$ cat src/rtl/tcc_pkg.sv
package tcc_pkg;

  // Reason a pair is recorded on a sampling edge.
  typedef enum logic [1:0] {
    REC_NONE   = 2'd0,
    REC_FIRST  = 2'd1,
    REC_CHANGE = 2'd2,
    REC_SAT    = 2'd3
  } rec_kind_e;

  // Decide what a sampling edge records. A change wins over saturation
  // because it carries the same count and also the new value.
  function automatic rec_kind_e classify(
    input logic cap_en,
    input logic armed,
    input logic changed,
    input logic at_max
  );
    if (!cap_en)      return REC_NONE;
    if (!armed)       return REC_FIRST;
    if (changed)      return REC_CHANGE;
    if (at_max)       return REC_SAT;
    return REC_NONE;
  endfunction

endpackage

$ cat src/rtl/tcc_change_detect.sv
module tcc_change_detect #(
  parameter int DATA_W = 8
) (
  input  logic              clk,
  input  logic              rst_n,
  input  logic              cap_en,
  input  logic [DATA_W-1:0] sample_in,
  output logic              armed,
  output logic              changed,
  output logic [DATA_W-1:0] prev_q
);

  logic armed_q;

  // Set once a capturing edge has happened; cleared by any non-capturing edge.
  always_ff @(posedge clk) begin
    if (!rst_n) begin
      armed_q <= 1'b0;
    end else begin
      armed_q <= cap_en;
    end
  end

  // The last sample taken while capturing.
  always_ff @(posedge clk) begin
    if (!rst_n) begin
      prev_q <= '0;
    end else if (cap_en) begin
      prev_q <= sample_in;
    end
  end

  assign armed   = armed_q;
  assign changed = (sample_in != prev_q);


  stop_disarm_chk: assert property (@(posedge clk) disable iff (!rst_n)
    !cap_en |=> !armed);

endmodule

$ cat src/rtl/tcc_elapsed_counter.sv
module tcc_elapsed_counter #(
  parameter int CNT_W = 6
) (
  input  logic             clk,
  input  logic             rst_n,
  input  logic             cap_en,
  input  logic             rec,
  output logic [CNT_W-1:0] cnt_q,
  output logic             at_max
);

  localparam logic [CNT_W-1:0] CNT_MAX = {CNT_W{1'b1}};
  localparam logic [CNT_W-1:0] CNT_ONE = CNT_W'(1);

  // Clocks since the last recorded pair, as seen at the next edge.
  function automatic logic [CNT_W-1:0] next_count(
    input logic [CNT_W-1:0] cur,
    input logic             en,
    input logic             did_rec
  );
    if (!en)     return '0;
    if (did_rec) return CNT_ONE;
    return cur + CNT_ONE;
  endfunction

  always_ff @(posedge clk) begin
    if (!rst_n) begin
      cnt_q <= '0;
    end else begin
      cnt_q <= next_count(cnt_q, cap_en, rec);
    end
  end

  assign at_max = (cnt_q == CNT_MAX);


  cnt_nonzero_chk: assert property (@(posedge clk) disable iff (!rst_n)
    cap_en |=> (!cap_en || cnt_q != '0));


  cnt_restart_chk: assert property (@(posedge clk) disable iff (!rst_n)
    (cap_en && at_max) |=> (cnt_q == CNT_ONE || !$past(cap_en)));

endmodule

$ cat src/rtl/tcc_write_ctrl.sv
module tcc_write_ctrl
  import tcc_pkg::*;
#(
  parameter int DATA_W = 8,
  parameter int CNT_W  = 6,
  parameter int DEPTH  = 64,
  parameter int ADDR_W = $clog2(DEPTH)
) (
  input  logic              clk,
  input  logic              rst_n,
  input  rec_kind_e         kind,
  input  logic [DATA_W-1:0] rec_value,
  input  logic [CNT_W-1:0]  rec_count,
  output logic              wr_en,
  output logic [ADDR_W-1:0] wr_addr,
  output logic [DATA_W-1:0] wr_value,
  output logic [CNT_W-1:0]  wr_count,
  output logic              full
);

  localparam logic [ADDR_W-1:0] LAST_PAIR = ADDR_W'(DEPTH - 2);
  localparam logic [ADDR_W-1:0] PAIR_STEP = ADDR_W'(2);

  logic [ADDR_W-1:0] ptr_q;
  logic              do_write;

  function automatic logic is_last(input logic [ADDR_W-1:0] p);
    return p == LAST_PAIR;
  endfunction

  function automatic logic [ADDR_W-1:0] step_ptr(input logic [ADDR_W-1:0] p);
    return p + PAIR_STEP;
  endfunction

  assign do_write = (kind != REC_NONE);

  always_ff @(posedge clk) begin
    if (!rst_n) begin
      ptr_q    <= '0;
      wr_en    <= 1'b0;
      wr_addr  <= '0;
      wr_value <= '0;
      wr_count <= '0;
      full     <= 1'b0;
    end else begin
      wr_en <= do_write;
      if (do_write) begin
        wr_addr  <= ptr_q;
        wr_value <= rec_value;
        wr_count <= rec_count;
        ptr_q    <= step_ptr(ptr_q);
        if (is_last(ptr_q)) begin
          full <= 1'b1;
        end
      end
    end
  end


  full_quiet_chk: assert property (@(posedge clk) disable iff (!rst_n)
    $past(full) |-> (!wr_en && full));


  last_pair_chk: assert property (@(posedge clk) disable iff (!rst_n)
    $rose(full) |-> (wr_en && wr_addr == LAST_PAIR));


  pair_step_chk: assert property (@(posedge clk) disable iff (!rst_n)
    (wr_en && $past(wr_en)) |-> (wr_addr == ADDR_W'($past(wr_addr) + PAIR_STEP)));

endmodule

$ cat src/rtl/tcc_capture.sv
module tcc_capture
  import tcc_pkg::*;
#(
  parameter int DATA_W = 8,
  parameter int CNT_W  = 6,
  parameter int DEPTH  = 64,
  parameter int ADDR_W = $clog2(DEPTH)
) (
  input  logic              clk,
  input  logic              rst_n,
  input  logic              run,
  input  logic [DATA_W-1:0] sample_in,
  output logic              wr_en,
  output logic [ADDR_W-1:0] wr_addr,
  output logic [DATA_W-1:0] wr_value,
  output logic [CNT_W-1:0]  wr_count,
  output logic              full
);

  localparam logic [CNT_W-1:0] CNT_MAX = {CNT_W{1'b1}};

  // Named internal events for the checks below.
  logic              cap_en;
  logic              armed;
  logic              changed;
  logic              at_max;
  logic              rec_any;
  logic [DATA_W-1:0] prev_q;
  logic [CNT_W-1:0]  cnt_q;
  logic [CNT_W-1:0]  rec_count;
  rec_kind_e         kind;

  assign cap_en    = run && !full;
  assign kind      = classify(cap_en, armed, changed, at_max);
  assign rec_any   = (kind != REC_NONE);
  assign rec_count = (kind == REC_FIRST) ? '0 : cnt_q;

  tcc_change_detect #(.DATA_W(DATA_W)) detect_u (
    .clk       (clk),
    .rst_n     (rst_n),
    .cap_en    (cap_en),
    .sample_in (sample_in),
    .armed     (armed),
    .changed   (changed),
    .prev_q    (prev_q)
  );

  tcc_elapsed_counter #(.CNT_W(CNT_W)) counter_u (
    .clk    (clk),
    .rst_n  (rst_n),
    .cap_en (cap_en),
    .rec    (rec_any),
    .cnt_q  (cnt_q),
    .at_max (at_max)
  );

  tcc_write_ctrl #(
    .DATA_W (DATA_W),
    .CNT_W  (CNT_W),
    .DEPTH  (DEPTH),
    .ADDR_W (ADDR_W)
  ) wctrl_u (
    .clk       (clk),
    .rst_n     (rst_n),
    .kind      (kind),
    .rec_value (sample_in),
    .rec_count (rec_count),
    .wr_en     (wr_en),
    .wr_addr   (wr_addr),
    .wr_value  (wr_value),
    .wr_count  (wr_count),
    .full      (full)
  );


  first_ref_chk: assert property (@(posedge clk) disable iff (!rst_n)
    (cap_en && !armed) |=> (wr_en && wr_count == '0));


  idle_quiet_chk: assert property (@(posedge clk) disable iff (!rst_n)
    (cap_en && armed && !changed && !at_max) |=> !wr_en);


  sat_write_chk: assert property (@(posedge clk) disable iff (!rst_n)
    (cap_en && armed && !changed && at_max) |=> (wr_en && wr_count == CNT_MAX && wr_value == $past(prev_q)));


  stop_quiet_chk: assert property (@(posedge clk) disable iff (!rst_n)
    !run |=> !wr_en);


  change_write_chk: assert property (@(posedge clk) disable iff (!rst_n)
    (cap_en && armed && changed) |=> (wr_en && wr_value == $past(sample_in)));

endmodule

$ cat config.mk
export PLATFORM = sky130hd
export DESIGN_NAME = tcc_capture
export DESIGN_NICKNAME = d
export VERILOG_FILES = /design/src/rtl/tcc_pkg.sv /design/src/rtl/tcc_change_detect.sv /design/src/rtl/tcc_elapsed_counter.sv /design/src/rtl/tcc_write_ctrl.sv /design/src/rtl/tcc_capture.sv
export SDC_FILE = /design/constraint.sdc
export NUM_CORES = 1
export LEC_CHECK = 0
export BUFFER_PORTS_ARGS = -buffer_cell sky130_fd_sc_hd__buf_2
export CORE_ASPECT_RATIO = 0.8
export CORE_MARGIN = 10
export CORE_UTILIZATION = 30
export CTS_BUF_LIST = sky130_fd_sc_hd__clkbuf_4
export DETAILED_ROUTE_END_ITERATION = 8
export PLACE_DENSITY_LB_ADDON = 0.1
export SETUP_SLACK_MARGIN = 0.4
export SYNTH_ARGS = -nofsm -noshare
export SYNTH_HDL_FRONTEND = slang
export SYNTH_SLANG_ARGS = --single-unit
$ cat constraint.sdc
create_clock -name clk -period 2.2 [get_ports clk]
set_input_delay 0.44 -clock clk [delete_from_list [all_inputs] [get_ports clk]]
set_output_delay 0.44 -clock clk [all_outputs]
set_load 0.01 [all_outputs]
==> results.py <==
metrics = {
    "worst_setup_path": {
        "crit_type": "reg2reg",
        "r2r_cells": 6,
        "crit_required_ns": 2.45,
        "endpoint_kind": "flop",
        "start_kind": "flop",
        "cp_max_fo": 7,
        "crit_arrival_ns": 2.05,
    },
    "place": {
        "io_buffers": 31,
        "dpl.hpwl_mm": 2.884,
        "place_area_sq_um": 1962,
        "gp_congestion": 0.7151,
        "place_inst": 297,
    },
    "synth": {
        "synthCells": 195,
        "async_flop_share": 0,
        "synth_edf_count": 0,
        "syn-num-nets": 209,
        "yosys_warnings": 0,
        "ys_seq_elements": 41,
        "synth.avg_cell_area_sq_um": 8.778,
        "synthDistinctLibCells": 33,
        "synth_ff_type": "dfxtp_1",
        "ys_seq_area_frac": 0.4795,
        "synth_area_sq_um": 1712,
    },
    "clock_network": {
        "numCtsBuffers": 5,
        "hold_buffers": 0,
        "clk_pin_slew_ns": 0.12,
        "cts_sinks": 41,
        "clock_latency_ns": 0.35,
        "clk_path_buf_depth": 2,
        "htree_levels": 2,
        "root_buffer": "clkbuf_4",
        "cts_tree": "built",
    },
    "layout": {
        "fin_cells": 313,
        "antenna_cells": 0,
        "drive_above_1_share": 0.3277,
        "nets": 249,
        "final_util": 0.3994,
        "syn_to_final_growth_pct": 28.22,
        "fin_area_sq_um": 2195,
    },
    "sta": {
        "period_needed_ns": 1.802,
        "final.setup.tns_ns": 0,
        "slew_viol_final": 0,
        "finalSetupViolCount": 0,
        "finClkSkew_ns": 0.01007,
        "final.period_utilization": 0.8193,
        "rsz0062_at_grt": "true",
        "hold_violations": 0,
        "max_freq_mhz": 554.8,
    },
    "die": {
        "num_rows": 24,
        "die-area_sq_um": 9146,
        "die_w_microns": 104.5,
        "die_h_microns": 87.56,
        "io_pins": 33,
        "coreArea_sq_um": 5495,
        "start_util": 0.3115,
    },
    "global_routing": {
        "antenna_found_initial": 0,
        "grt_pass1_vias": 1383,
        "grt_pass1_wl_mm": 7.182,
        "grt_use_total": 0.09755,
        "grt_max_degree": 37,
        "overflow": 0,
    },
    "pwr": {
        "ir_drop_uv": 286.9,
        "cellPowerDensity_nw_per_um2": 599.9,
        "leakage_nw": 0.8987,
        "finalPower_mw": 1.317,
    },
    "run": {
        "drv_cap": 0,
    },
    "status": {
        "outcome": "finished clean",
    },
    "route": {
        "routed_wl_mm": 4.251,
        "drc": 0,
        "ant_nets": 0,
        "avgRoutedWirePerCell_microns": 13.58,
        "initialDrtViolationCount": 57,
        "drtPass1Iterations": 4,
        "vias": 1403,
        "vias_per_cell": 4.482,
    },
    "min_path": {
        "min_path_type": "in2reg",
        "hold_path_depth": 3,
    },
}
-- flip-flops by register name, indices dropped and copies added (netlist names) --
signal and count:
wctrl_u.wr_addr 5, detect_u.prev_q 8, wctrl_u.full 1, wctrl_u.ptr_q 5, wctrl_u.wr_value 8, detect_u.armed 1
wctrl_u.wr_count 6, counter_u.cnt_q 6, wctrl_u.wr_en 1
-- through the flow --
stage / setup WS [ns] / hold slack [ns]
after floorplan: 0.4612 / 0.4459
after global placement: 0.2461 / 0.4442
after detailed placement: 0.2077 / 0.4422
after CTS: 0.4079 / 0.3450
after global routing: 0.3457 / 0.3338
final: 0.3976 / 0.3467
-- worst paths after layout --
path	startpoint	endpoint	slack, ns
setup / recovery	counter_u.cnt_q[1]	wctrl_u.ptr_q[3]	0.40
hold / removal	sample_in[4]	wctrl_u.wr_value[4]	0.35
setup reg to reg	counter_u.cnt_q[1]	wctrl_u.ptr_q[3]	0.40
hold reg to reg	wctrl_u.wr_addr[1]	wctrl_u.wr_addr[1]	0.45
-- Yosys cell counts, types with 2 or more instances --
library cell,count,area share
a21oi_1,2,0.0058
a21boi_0,8,0.035
o21ai_0,7,0.020
buf_6,2,0.013
dfxtp_1,41,0.48
nand2b_1,2,0.0073
ha_1,3,0.022
and3_1,5,0.018
clkbuf_1,7,0.015
nand2_1,47,0.10
o21a_1,2,0.0088
nand3_1,19,0.056
o21ai_1,4,0.012
buf_1,2,0.0044
o21ai_2,4,0.020
xor2_1,11,0.056
xnor2_1,2,0.010
nor2_1,7,0.015
o22ai_1,5,0.018
inv_1,2,0.0044
-- worst max-delay path: stages (launching register included) --
cell,delay (ns)
dfxtp_4,0.37
ha_4,0.15
and3_4,0.19
a311oi_4,0.40
a31oi_4,0.23
and3_1,0.21
o21a_1,0.16
-- report_power, final --
| part | switching, mW | internal, mW | total (mW) |
|---|---|---|---|
| combinational | 0.103 | 0.0685 | 0.171 |
| sequential | 0.0158 | 0.766 | 0.782 |
| clock | 0.235 | 0.129 | 0.363 |
| total | 0.353 | 0.963 | 1.32 |
-- kinds of logic after synthesis --
group | Yosys count | synth area share
mux | 1 | 0.005848
other cells | 1 | 0.002191
xor+xnor | 13 | 0.06652
buf+inv | 15 | 0.04459
simple gates | 86 | 0.2288
flops | 41 | 0.4795
compound gates | 35 | 0.1506
fa+ha+maj | 3 | 0.02193
-- placed cells by master, fill, tap and decap left out, types with 4 or more instances in the layout --
cell,count
a21boi_0,8
and3_1,4
buf_2,32
buf_4,8
buf_6,4
clkbuf_4,6
dfxtp_1,39
nand2_1,47
nand3_1,8
nand3_2,11
nor2_1,7
o21ai_1,11
o21ai_2,4
o22ai_1,5
xor2_1,11
-- routing by layer --
metal  GRT usage  vias to the layer above  part of all wire
li1            -                      733                 -
met1      0.1301                      630              0.53
met2      0.1376                       30              0.40
met3     0.03448                       10             0.045
met4     0.04540                        0             0.021
met5           0                        -                 0
-- area by class of cell --
type                       count  area, sq um
sequential                    41        828.3
multi-input combinational    140        927.1
inverter                       2        7.507
clock inverter                 1        3.754
tap                           78        97.59
clock buffer                   6        45.04
timing repair buffer          45        285.3
fill                         600         3301
-- what timing repair did --
action,4_1_cts,5_1_grt
setup endpoints to repair,28,27
setup buffers,4,2
pin swaps,3,7
gates cloned,3,0
gates resized for setup,11,22
(Power assumes the default switching activity.)
